`config.mk`:
```
export PLATFORM = sky130hd
export DESIGN_NAME = rtt_timer
export DESIGN_NICKNAME = d
export VERILOG_FILES = /design/src/rtl/rtt_pkg.sv /design/src/rtl/rtt_edge_sync.sv /design/src/rtl/rtt_prescaler.sv /design/src/rtl/rtt_counter.sv /design/src/rtl/rtt_regs.sv /design/src/rtl/rtt_timer.sv
export SDC_FILE = /design/constraint.sdc
export NUM_CORES = 1
export LEC_CHECK = 0
export CAP_MARGIN = 0
export CORE_MARGIN = 5
export CORE_UTILIZATION = 40
export DETAILED_ROUTE_END_ITERATION = 10
export PLACE_DENSITY = 0.72
export SLEW_MARGIN = 20
export SYNTH_ARGS = -nofsm -noshare
export SYNTH_HDL_FRONTEND = slang
export SYNTH_SLANG_ARGS = --single-unit
```
`constraint.sdc`:
```
create_clock -name clk -period 5 [get_ports clk]
set_input_delay 0.5 -clock clk [delete_from_list [all_inputs] [get_ports clk]]
set_output_delay 0.5 -clock clk [all_outputs]
set_load 0.1 [all_outputs]
```
`src/rtl/rtt_pkg.sv`:
```
package rtt_pkg;

    localparam int BUS_W  = 32;
    localparam int ADDR_W = 4;

    localparam logic [ADDR_W-1:0] OFF_MODE   = 4'h0;
    localparam logic [ADDR_W-1:0] OFF_ALARM  = 4'h4;
    localparam logic [ADDR_W-1:0] OFF_VALUE  = 4'h8;
    localparam logic [ADDR_W-1:0] OFF_STATUS = 4'hC;

    localparam int MODE_PRESC_W = 16;
    localparam int BIT_ALM_EN   = 16;
    localparam int BIT_INC_EN   = 17;
    localparam int BIT_RESTART  = 18;

    localparam int BIT_ALM_FLAG = 0;
    localparam int BIT_INC_FLAG = 1;

    localparam logic [BUS_W-1:0] ALARM_OFF = '1;

    typedef enum logic [2:0] {
        SEL_NONE,
        SEL_MODE,
        SEL_ALARM,
        SEL_VALUE,
        SEL_STATUS
    } reg_sel_e;

    typedef struct packed {
        logic inc_en;
        logic alm_en;
    } irq_en_t;

    typedef struct packed {
        logic inc;
        logic alm;
    } flags_t;

    function automatic reg_sel_e decode_addr(input logic [ADDR_W-1:0] a);
        case (a)
            OFF_MODE:   return SEL_MODE;
            OFF_ALARM:  return SEL_ALARM;
            OFF_VALUE:  return SEL_VALUE;
            OFF_STATUS: return SEL_STATUS;
            default:    return SEL_NONE;
        endcase
    endfunction

endpackage

```
`src/rtl/rtt_edge_sync.sv`:
```
module rtt_edge_sync #(
    parameter int STAGES = 2
) (
    input  logic clk,
    input  logic rst,
    input  logic async_i,
    output logic tick_o
);
    logic [STAGES-1:0] sync_q;
    logic              prev_q;

    generate
        if (STAGES == 1) begin : g_one
            always_ff @(posedge clk) begin
                if (rst) sync_q <= '0;
                else     sync_q <= async_i;
            end
        end else begin : g_chain
            always_ff @(posedge clk) begin
                if (rst) sync_q <= '0;
                else     sync_q <= {sync_q[STAGES-2:0], async_i};
            end
        end
    endgenerate

    always_ff @(posedge clk) begin
        if (rst) prev_q <= 1'b0;
        else     prev_q <= sync_q[STAGES-1];
    end

    assign tick_o = sync_q[STAGES-1] & ~prev_q;

endmodule

```
`src/rtl/rtt_prescaler.sv`:
```
module rtt_prescaler #(
    parameter int PRESC_W = 16
) (
    input  logic               clk,
    input  logic               rst,
    input  logic               tick_i,
    input  logic               restart_i,
    input  logic [PRESC_W-1:0] period_i,
    output logic               adv_o,
    output logic [PRESC_W-1:0] phase_o
);
    logic [PRESC_W-1:0] phase_q;
    logic [PRESC_W-1:0] last_phase;

    // period 0 wraps to all ones, giving 2^PRESC_W edges per advance
    assign last_phase = period_i - 1'b1;
    assign adv_o      = tick_i && !restart_i && (phase_q == last_phase);

    always_ff @(posedge clk) begin
        if (rst || restart_i)  phase_q <= '0;
        else if (adv_o)        phase_q <= '0;
        else if (tick_i)       phase_q <= phase_q + 1'b1;
    end

    assign phase_o = phase_q;

endmodule

```
`src/rtl/rtt_counter.sv`:
```
module rtt_counter
    import rtt_pkg::*;
#(
    parameter int CNT_W = 32
) (
    input  logic             clk,
    input  logic             rst,
    input  logic             adv_i,
    input  logic             restart_i,
    input  logic [BUS_W-1:0] alarm_i,
    output logic [CNT_W-1:0] cnt_o,
    output logic             alarm_hit_o
);
    logic [CNT_W-1:0] cnt_q;
    logic [CNT_W-1:0] cnt_next;

    assign cnt_next    = cnt_q + 1'b1;
    assign alarm_hit_o = adv_i && (BUS_W'(cnt_next) == alarm_i);

    always_ff @(posedge clk) begin
        if (rst || restart_i) cnt_q <= '0;
        else if (adv_i)       cnt_q <= cnt_next;
    end

    assign cnt_o = cnt_q;

endmodule

```
`src/rtl/rtt_regs.sv`:
```
module rtt_regs
    import rtt_pkg::*;
#(
    parameter int PRESC_W = 16,
    parameter int CNT_W   = 32
) (
    input  logic               clk,
    input  logic               rst,
    input  logic               bus_sel,
    input  logic               bus_wr,
    input  logic [ADDR_W-1:0]  bus_addr,
    input  logic [BUS_W-1:0]   bus_wdata,
    output logic [BUS_W-1:0]   bus_rdata,
    input  logic [CNT_W-1:0]   cnt_i,
    input  logic               adv_i,
    input  logic               alarm_hit_i,
    output logic [PRESC_W-1:0] period_o,
    output logic [BUS_W-1:0]   alarm_o,
    output logic               restart_o,
    output irq_en_t            en_o,
    output flags_t             flags_o,
    output logic               irq_o
);
    reg_sel_e           sel;
    logic               wr_en;
    logic               rd_en;
    logic [PRESC_W-1:0] period_q;
    logic [BUS_W-1:0]   alarm_q;
    irq_en_t            en_q;
    flags_t             flags_q;
    logic               status_rd;

    assign sel       = decode_addr(bus_addr);
    assign wr_en     = bus_sel && bus_wr;
    assign rd_en     = bus_sel && !bus_wr;
    assign status_rd = rd_en && (sel == SEL_STATUS);
    assign restart_o = wr_en && (sel == SEL_MODE) && bus_wdata[BIT_RESTART];

    always_ff @(posedge clk) begin
        if (rst) begin
            period_q <= '0;
            en_q     <= '0;
            alarm_q  <= ALARM_OFF;
        end else if (wr_en) begin
            if (sel == SEL_MODE) begin
                period_q    <= bus_wdata[PRESC_W-1:0];
                en_q.alm_en <= bus_wdata[BIT_ALM_EN];
                en_q.inc_en <= bus_wdata[BIT_INC_EN];
            end
            if (sel == SEL_ALARM) alarm_q <= bus_wdata;
        end
    end

    // an event in the read cycle wins over the clear
    always_ff @(posedge clk) begin
        if (rst) begin
            flags_q <= '0;
        end else begin
            if (alarm_hit_i)    flags_q.alm <= 1'b1;
            else if (status_rd) flags_q.alm <= 1'b0;
            if (adv_i)          flags_q.inc <= 1'b1;
            else if (status_rd) flags_q.inc <= 1'b0;
        end
    end

    always_comb begin
        bus_rdata = '0;
        if (rd_en) begin
            case (sel)
                SEL_MODE: begin
                    bus_rdata[MODE_PRESC_W-1:0] = MODE_PRESC_W'(period_q);
                    bus_rdata[BIT_ALM_EN]       = en_q.alm_en;
                    bus_rdata[BIT_INC_EN]       = en_q.inc_en;
                end
                SEL_ALARM:  bus_rdata = alarm_q;
                SEL_VALUE:  bus_rdata = BUS_W'(cnt_i);
                SEL_STATUS: begin
                    bus_rdata[BIT_ALM_FLAG] = flags_q.alm;
                    bus_rdata[BIT_INC_FLAG] = flags_q.inc;
                end
                default:    bus_rdata = '0;
            endcase
        end
    end

    assign irq_o    = (flags_q.alm && en_q.alm_en) || (flags_q.inc && en_q.inc_en);
    assign period_o = period_q;
    assign alarm_o  = alarm_q;
    assign en_o     = en_q;
    assign flags_o  = flags_q;

endmodule

```
`src/rtl/rtt_timer.sv`:
```
module rtt_timer
    import rtt_pkg::*;
#(
    parameter int CNT_W       = 32,
    parameter int PRESC_W     = 16,
    parameter int SYNC_STAGES = 2
) (
    input  logic        clk,
    input  logic        rst,
    input  logic        slow_clk_i,
    input  logic        bus_sel,
    input  logic        bus_wr,
    input  logic [3:0]  bus_addr,
    input  logic [31:0] bus_wdata,
    output logic [31:0] bus_rdata,
    output logic        irq_o
);
    logic               slow_tick;
    logic               adv;
    logic               restart;
    logic               alarm_hit;
    logic [PRESC_W-1:0] period;
    logic [PRESC_W-1:0] phase;
    logic [BUS_W-1:0]   alarm_val;
    logic [CNT_W-1:0]   cnt_q;
    irq_en_t            en;
    flags_t             flags;

    rtt_edge_sync #(.STAGES(SYNC_STAGES)) u_sync (
        .clk     (clk),
        .rst     (rst),
        .async_i (slow_clk_i),
        .tick_o  (slow_tick)
    );

    rtt_prescaler #(.PRESC_W(PRESC_W)) u_presc (
        .clk       (clk),
        .rst       (rst),
        .tick_i    (slow_tick),
        .restart_i (restart),
        .period_i  (period),
        .adv_o     (adv),
        .phase_o   (phase)
    );

    rtt_counter #(.CNT_W(CNT_W)) u_cnt (
        .clk         (clk),
        .rst         (rst),
        .adv_i       (adv),
        .restart_i   (restart),
        .alarm_i     (alarm_val),
        .cnt_o       (cnt_q),
        .alarm_hit_o (alarm_hit)
    );

    rtt_regs #(.PRESC_W(PRESC_W), .CNT_W(CNT_W)) u_regs (
        .clk         (clk),
        .rst         (rst),
        .bus_sel     (bus_sel),
        .bus_wr      (bus_wr),
        .bus_addr    (bus_addr),
        .bus_wdata   (bus_wdata),
        .bus_rdata   (bus_rdata),
        .cnt_i       (cnt_q),
        .adv_i       (adv),
        .alarm_hit_i (alarm_hit),
        .period_o    (period),
        .alarm_o     (alarm_val),
        .restart_o   (restart),
        .en_o        (en),
        .flags_o     (flags),
        .irq_o       (irq_o)
    );

endmodule

```
* After elaboration in Yosys (flattened, before gate mapping) *
Index checks and enable logic that the tools add are counted.

word-level totals
  register bits = 103
  bits in latches = 0
  RAM bits = 0
  ROM bits = 0
  logic and storage cells = 52
  memories kept = 0

cells by class
  $add $sub $neg = 3
  multiply operators = 0
  divide/modulo/power cells = 0
  order comparisons = 0
  eq/ne operators = 9
  shift operators = 0
  mux-type cells = 8
  bitwise gates (word level) = 2
  reduce and logical (&&, ||, !) cells = 20

operator list
  cell                                                                  count
  16-bit case mux with 3 select lines                                   1
  32-bit by 1-bit adder with 32-bit output, second input constant       1
  32-bit == test                                                        1
  32-bit 2-to-1 mux                                                     1
  14-bit case mux with 2 select lines                                   1
  16-bit by 1-bit adder with 16-bit output, second input constant       1
  16-bit == test                                                        1
  16-bit by 1-bit subtractor with 16-bit output, second input constant  1
  3-bit case mux with 4 select lines                                    1
  1-bit logical AND                                                     10
  4-bit == test, second input constant                                  2
  2-bit case mux with 4 select lines                                    1
  3-bit by 2-bit == test with 1-bit output, second input constant       2
  4-bit by 3-bit == test with 1-bit output, second input constant       1
  4-bit zero test                                                       1
  2-bit AND reduction                                                   2
  2-bit nonzero test                                                    2
  3-bit by 1-bit == test with 1-bit output, second input constant       1
  3-bit == test, second input constant                                  1
  1-bit 2-to-1 mux                                                      3
  1-bit zero test                                                       2
  1-bit logical OR                                                      2
  2-bit OR reduction                                                    1
  1-bit AND                                                             1
  1-bit inverter                                                        1

* Logic depth before layout (Yosys ltp) *
  word-level depth = 10
  mapped depth = 11

* Hierarchy *
From an unflattened synthesis, not the netlist that was laid out.

unflattened totals
  cells, all modules = 871
  area, all modules = 7076.8 um^2

by module, submodules not included
  module         instances  cells an instance  area an instance (um^2)  seq. area each (um^2)
  rtt_regs       1          338                2896.5                   1041.0
  rtt_counter    1          349                2651.3                   640.6
  rtt_prescaler  1          177                1441.4                   320.3
  rtt_edge_sync  1          7                  87.6                     60.1

* Worst setup path after synthesis *
No wires, ideal clock.

  kind = input port to output port
  from = input port bus_addr[3]
  to = output port bus_rdata[10]
  data arrival time = 2897 ps
  required time = 4500 ps
  setup slack = 1603 ps
  cell stages on the path = 6
  cell sequence = buf_1 -> buf_1 -> mux2i_1 -> nor2_1 -> a21oi_1 -> nor2_1

between the ends
  longest elaborated chain between the ends = 5

ends and longest elaborated chain
  item                                                                                                         RTL line         text
  start: declaration                                                                                           rtt_timer.sv:13  input logic [3:0] bus_addr,
  4-bit == test (tied with other cells)                                                                        rtt_pkg.sv:40    case (a)
  3-bit case mux with 4 select lines (*)                                                                       rtt_pkg.sv:40
  3-bit by 2-bit == test with 1-bit output / 3-bit by 1-bit == test with 1-bit output (equally long branches)  rtt_regs.sv:69   case (sel)
  16-bit case mux with 3 select lines (*)                                                                      rtt_regs.sv:69
  32-bit 2-to-1 mux (*)                                                                                        rtt_regs.sv:68   if (rd_en) begin
  end: declaration                                                                                             rtt_timer.sv:15  output logic [31:0] bus_rdata,

Every way passes the cells marked *; elsewhere a longest branch is shown, timed or not.

* Worst setup path in the final report *
  from = input port bus_sel
  to = output port bus_rdata[17]

between the ends
  longest elaborated chain between the ends = 2

ends and longest elaborated chain
  item                RTL line         text
  start: declaration  rtt_timer.sv:11  input logic bus_sel,
  1-bit logical AND   rtt_regs.sv:35   assign rd_en = bus_sel && !bus_wr;
  32-bit 2-to-1 mux   rtt_regs.sv:68

No other way between the ends.

==> flow_metrics.py <==
metrics = {
    "drt": {
        "drtPass1Iterations": 5,
        "vias": 6212,
        "drtIter0Drc": 574,
        "drc": 0,
        "avgRoutedWirePerCell_um": 17.32,
        "wirelength_mm": 18.81,
        "vias_per_cell": 5.720,
        "ant_nets": 0,
    },
    "timing": {
        "worst_pin_slew_ns": 0.9840,
        "max_freq_mhz": 257.5,
        "fin_skew_ns": 0.004442,
        "tns_ns": 0,
        "drv_slew": 0,
        "fin_crit_sh_pct": 77.67,
        "rsz0062_at_grt": "no",
        "relSlewSlack_pct": 34.40,
        "finalHoldViolations": 0,
        "setup_violations": 0,
        "fin_crit_ns": 3.884,
    },
    "placement": {
        "gp_congestion": 0.8826,
        "port_buffers": 73,
        "dp_hpwl_mm": 13.75,
    },
    "critical_path": {
        "reg2reg_depth": 8,
        "critPathArrivalTime_ns": 3.38,
        "critPathMaxStageDelay_ns": 0.77,
        "cp-start-kind": "input port",
        "crit_slowest_cell": "nand3_1",
        "r2r_end": "u_cnt.cnt_o[6]",
        "crit_start": "bus_sel",
        "crit_path_end_kind": "primary output",
        "path_cells": "clkdlybuf4s50_1 > nor4b_1 > nand3_1 > nor2_1 > buf_4",
        "required_ns": 4.50,
        "r2r-start": "u_regs.period_o[2]",
        "cp_max_fo": 16,
        "reg2reg_slack_ns": 1.26,
        "cp-endpoint": "bus_rdata[17]",
        "path_class": "in2out",
    },
    "layout": {
        "layout_common_cells": "103 x dfxtp_1, 86 x nor2_1, 70 x nand2_1, 66 x a21oi_1, 44 x xnor2_1",
        "syn2layout_area_growth_pct": 18.91,
        "final_common_cell": "dfxtp_1",
        "drive_gt1_share_pct": 7.931,
        "diodes": 0,
        "nets": 909,
        "fin_util_pct": 48.34,
    },
    "yosys": {
        "syn_avg_cell_area_um2": 7.706,
        "synthAdderAreaFrac_pct": 0.5813,
        "synthMuxAreaShare_pct": 4.379,
        "ys_seq_area_share_pct": 31.93,
        "yosys.area_share.simple_pct": 29.01,
        "ys_warn_count": 0,
        "synth_nets": 882,
        "yosys.area_share.xor_xnor_pct": 10.85,
        "synth_edf_count": 0,
        "synth-main-ff-cell": "dfxtp_1",
        "synth_top_family_by_area": "simple AND/OR/NAND/NOR gates",
        "synth_area_um2": 6457,
        "yosysUniqueCellTypes": 58,
        "postSynthCellCount": 838,
        "synthArstFlopShare_pct": 0,
        "synth-compound-area-share_pct": 18.79,
        "synth.ff_latch_count": 103,
    },
    "clock_network": {
        "cts_tree": "done",
        "cts_buffer_depth": 2,
        "clock-root-buffer": "clkbuf_16",
        "numCtsBuffers": 9,
        "clkTransAtPathRegs_ns": 0.07,
        "numClockSinks": 103,
        "clk_latency_ns": 0.36,
        "postCtsHoldBufs": 0,
        "h-tree-depth": 3,
        "cts-resized-gates": 0,
        "postCtsSetupRepairBufs": 0,
    },
    "hold_path": {
        "hp-class": "in2reg",
    },
    "power": {
        "power_density_nw_per_um2": 218.8,
        "ir_worst_vdd_v": 0.0001421,
        "p_leak_nw": 2.521,
    },
    "floorplanning": {
        "dieWidth_um": 137.1,
        "core.rowCount": 46,
        "fp.coreArea_um2": 15890,
        "initial_core_util_pct": 40.65,
        "die_y_um": 137.1,
        "dieArea_um2": 18780,
        "top_level_ports": 74,
    },
    "global_routing": {
        "grtUsageMet2_pct": 30.46,
        "top_usage_layer": "met2",
        "grt_util_all_layers_pct": 20.28,
        "overflow": 0,
        "antenna_found_initial": 0,
        "grtUsageMet1_pct": 29.05,
        "met3_usage_pct": 3.419,
        "grt_pass1_vias": 5773,
        "grt_pass1_wl_mm": 30.28,
        "grt_start_max_net_pins": 57,
    },
    "job": {
        "cap_violations": 0,
    },
    "outcome": {
        "outcome": "finished clean",
    },
}
[registers in the layout (all words and copies together), names as in the netlist]
register / count
u_regs.period_o: 16
u_sync.sync_q: 2
u_cnt.cnt_o: 32
u_regs.en_o: 2
u_presc.phase_o: 16
u_regs.alarm_o: 32
u_regs.flags_o: 2
u_sync.prev_q: 1
[routing by layer]
| metal | share of wire, % | routed length (um) |
|---|---|---|
| met1 | 47 | 8823 |
| met2 | 44 | 8371 |
| met3 | 6.1 | 1153 |
| met4 | 2.5 | 465 |
| met5 | 0 | 0 |
[stage by stage]
step	std cells	hold slack (ns)	power, mW	setup WS [ns]	instance area (um^2)
final	1086	0.4333	1.680	1.116	7679
after global routing	1086	0.4300	1.735	0.9006	7679
after CTS	1086	0.4234	1.691	1.205	7672
after detailed placement	1070	0.4291	0.9797	1.221	7368
after global placement	1070	0.4206	0.9793	1.236	7368
after floorplan	838	0.4138	0.9204	1.603	6457
[where the power goes]
| group | internal [mW] | switching [mW] | total [mW] |
|---|---|---|---|
| combinational | 0.0596 | 0.0700 | 0.130 |
| clock | 0.394 | 0.323 | 0.718 |
| sequential | 0.826 | 0.00690 | 0.833 |
| total | 1.28 | 0.400 | 1.68 |
[worst min-delay path by stage]
stage,startpoint,endpoint,depth (start not counted)
after floorplan,u_sync.sync_q[0],u_sync.sync_q[1],1
after global placement,u_sync.sync_q[0],u_sync.sync_q[1],1
after detailed placement,u_sync.sync_q[0],u_sync.sync_q[1],1
after CTS,rst,u_regs.alarm_o[29],2
after global routing,rst,u_regs.alarm_o[27],2
final,rst,u_regs.alarm_o[29],2
[cell type report]
type,instances,area [um^2]
timing repair buffer,83,895.9
tap,216,270.3
inverter,7,26.28
sequential,103,2062
fill,1545,8207
clock buffer,13,280.3
multi-input combinational,661,4120
clock inverter,3,23.77
[cell usage after synthesis (4+ instances only)]
cell | n | area share, %
a211o_1 | 32 | 4.3
a21oi_1 | 66 | 5.1
a22oi_1 | 20 | 2.3
and2_1 | 4 | 0.39
and3_1 | 12 | 1.2
and4_1 | 4 | 0.54
buf_1 | 9 | 0.52
buf_2 | 4 | 0.31
clkbuf_1 | 50 | 2.9
clkbuf_2 | 4 | 0.31
dfxtp_1 | 103 | 32
inv_1 | 7 | 0.41
mux2i_1 | 26 | 4.0
nand2_1 | 70 | 4.1
nand2b_1 | 7 | 0.68
nand3_1 | 34 | 2.6
nand4_1 | 24 | 2.3
nand4b_1 | 4 | 0.54
nor2_1 | 86 | 5.0
nor2b_1 | 38 | 3.7
nor3_1 | 17 | 1.3
nor4_1 | 9 | 0.87
o21ai_0 | 37 | 2.9
o31ai_1 | 4 | 0.47
or3_1 | 36 | 3.5
xnor2_1 | 44 | 6.0
xor2_1 | 36 | 4.9
[worst max-delay path: cells and delay by family]
family,cells,cell delay [ns]
and+or+nand+nor,3,1.91
buffers and inverters,2,0.96
[logic make-up (layout without fill, tap and decap cells)]
family                     count (synthesis)  count (layout)
and+or+nand+nor                          363             363
AOI/OAI and AO/OA                        187             187
DFF                                      103             103
xor gates and xnor gates                  80              80
buffers and inverters                     74             106
muxes                                     28              28
adders and majority gates                  3               3
Power figures use the tool's default switching activity.
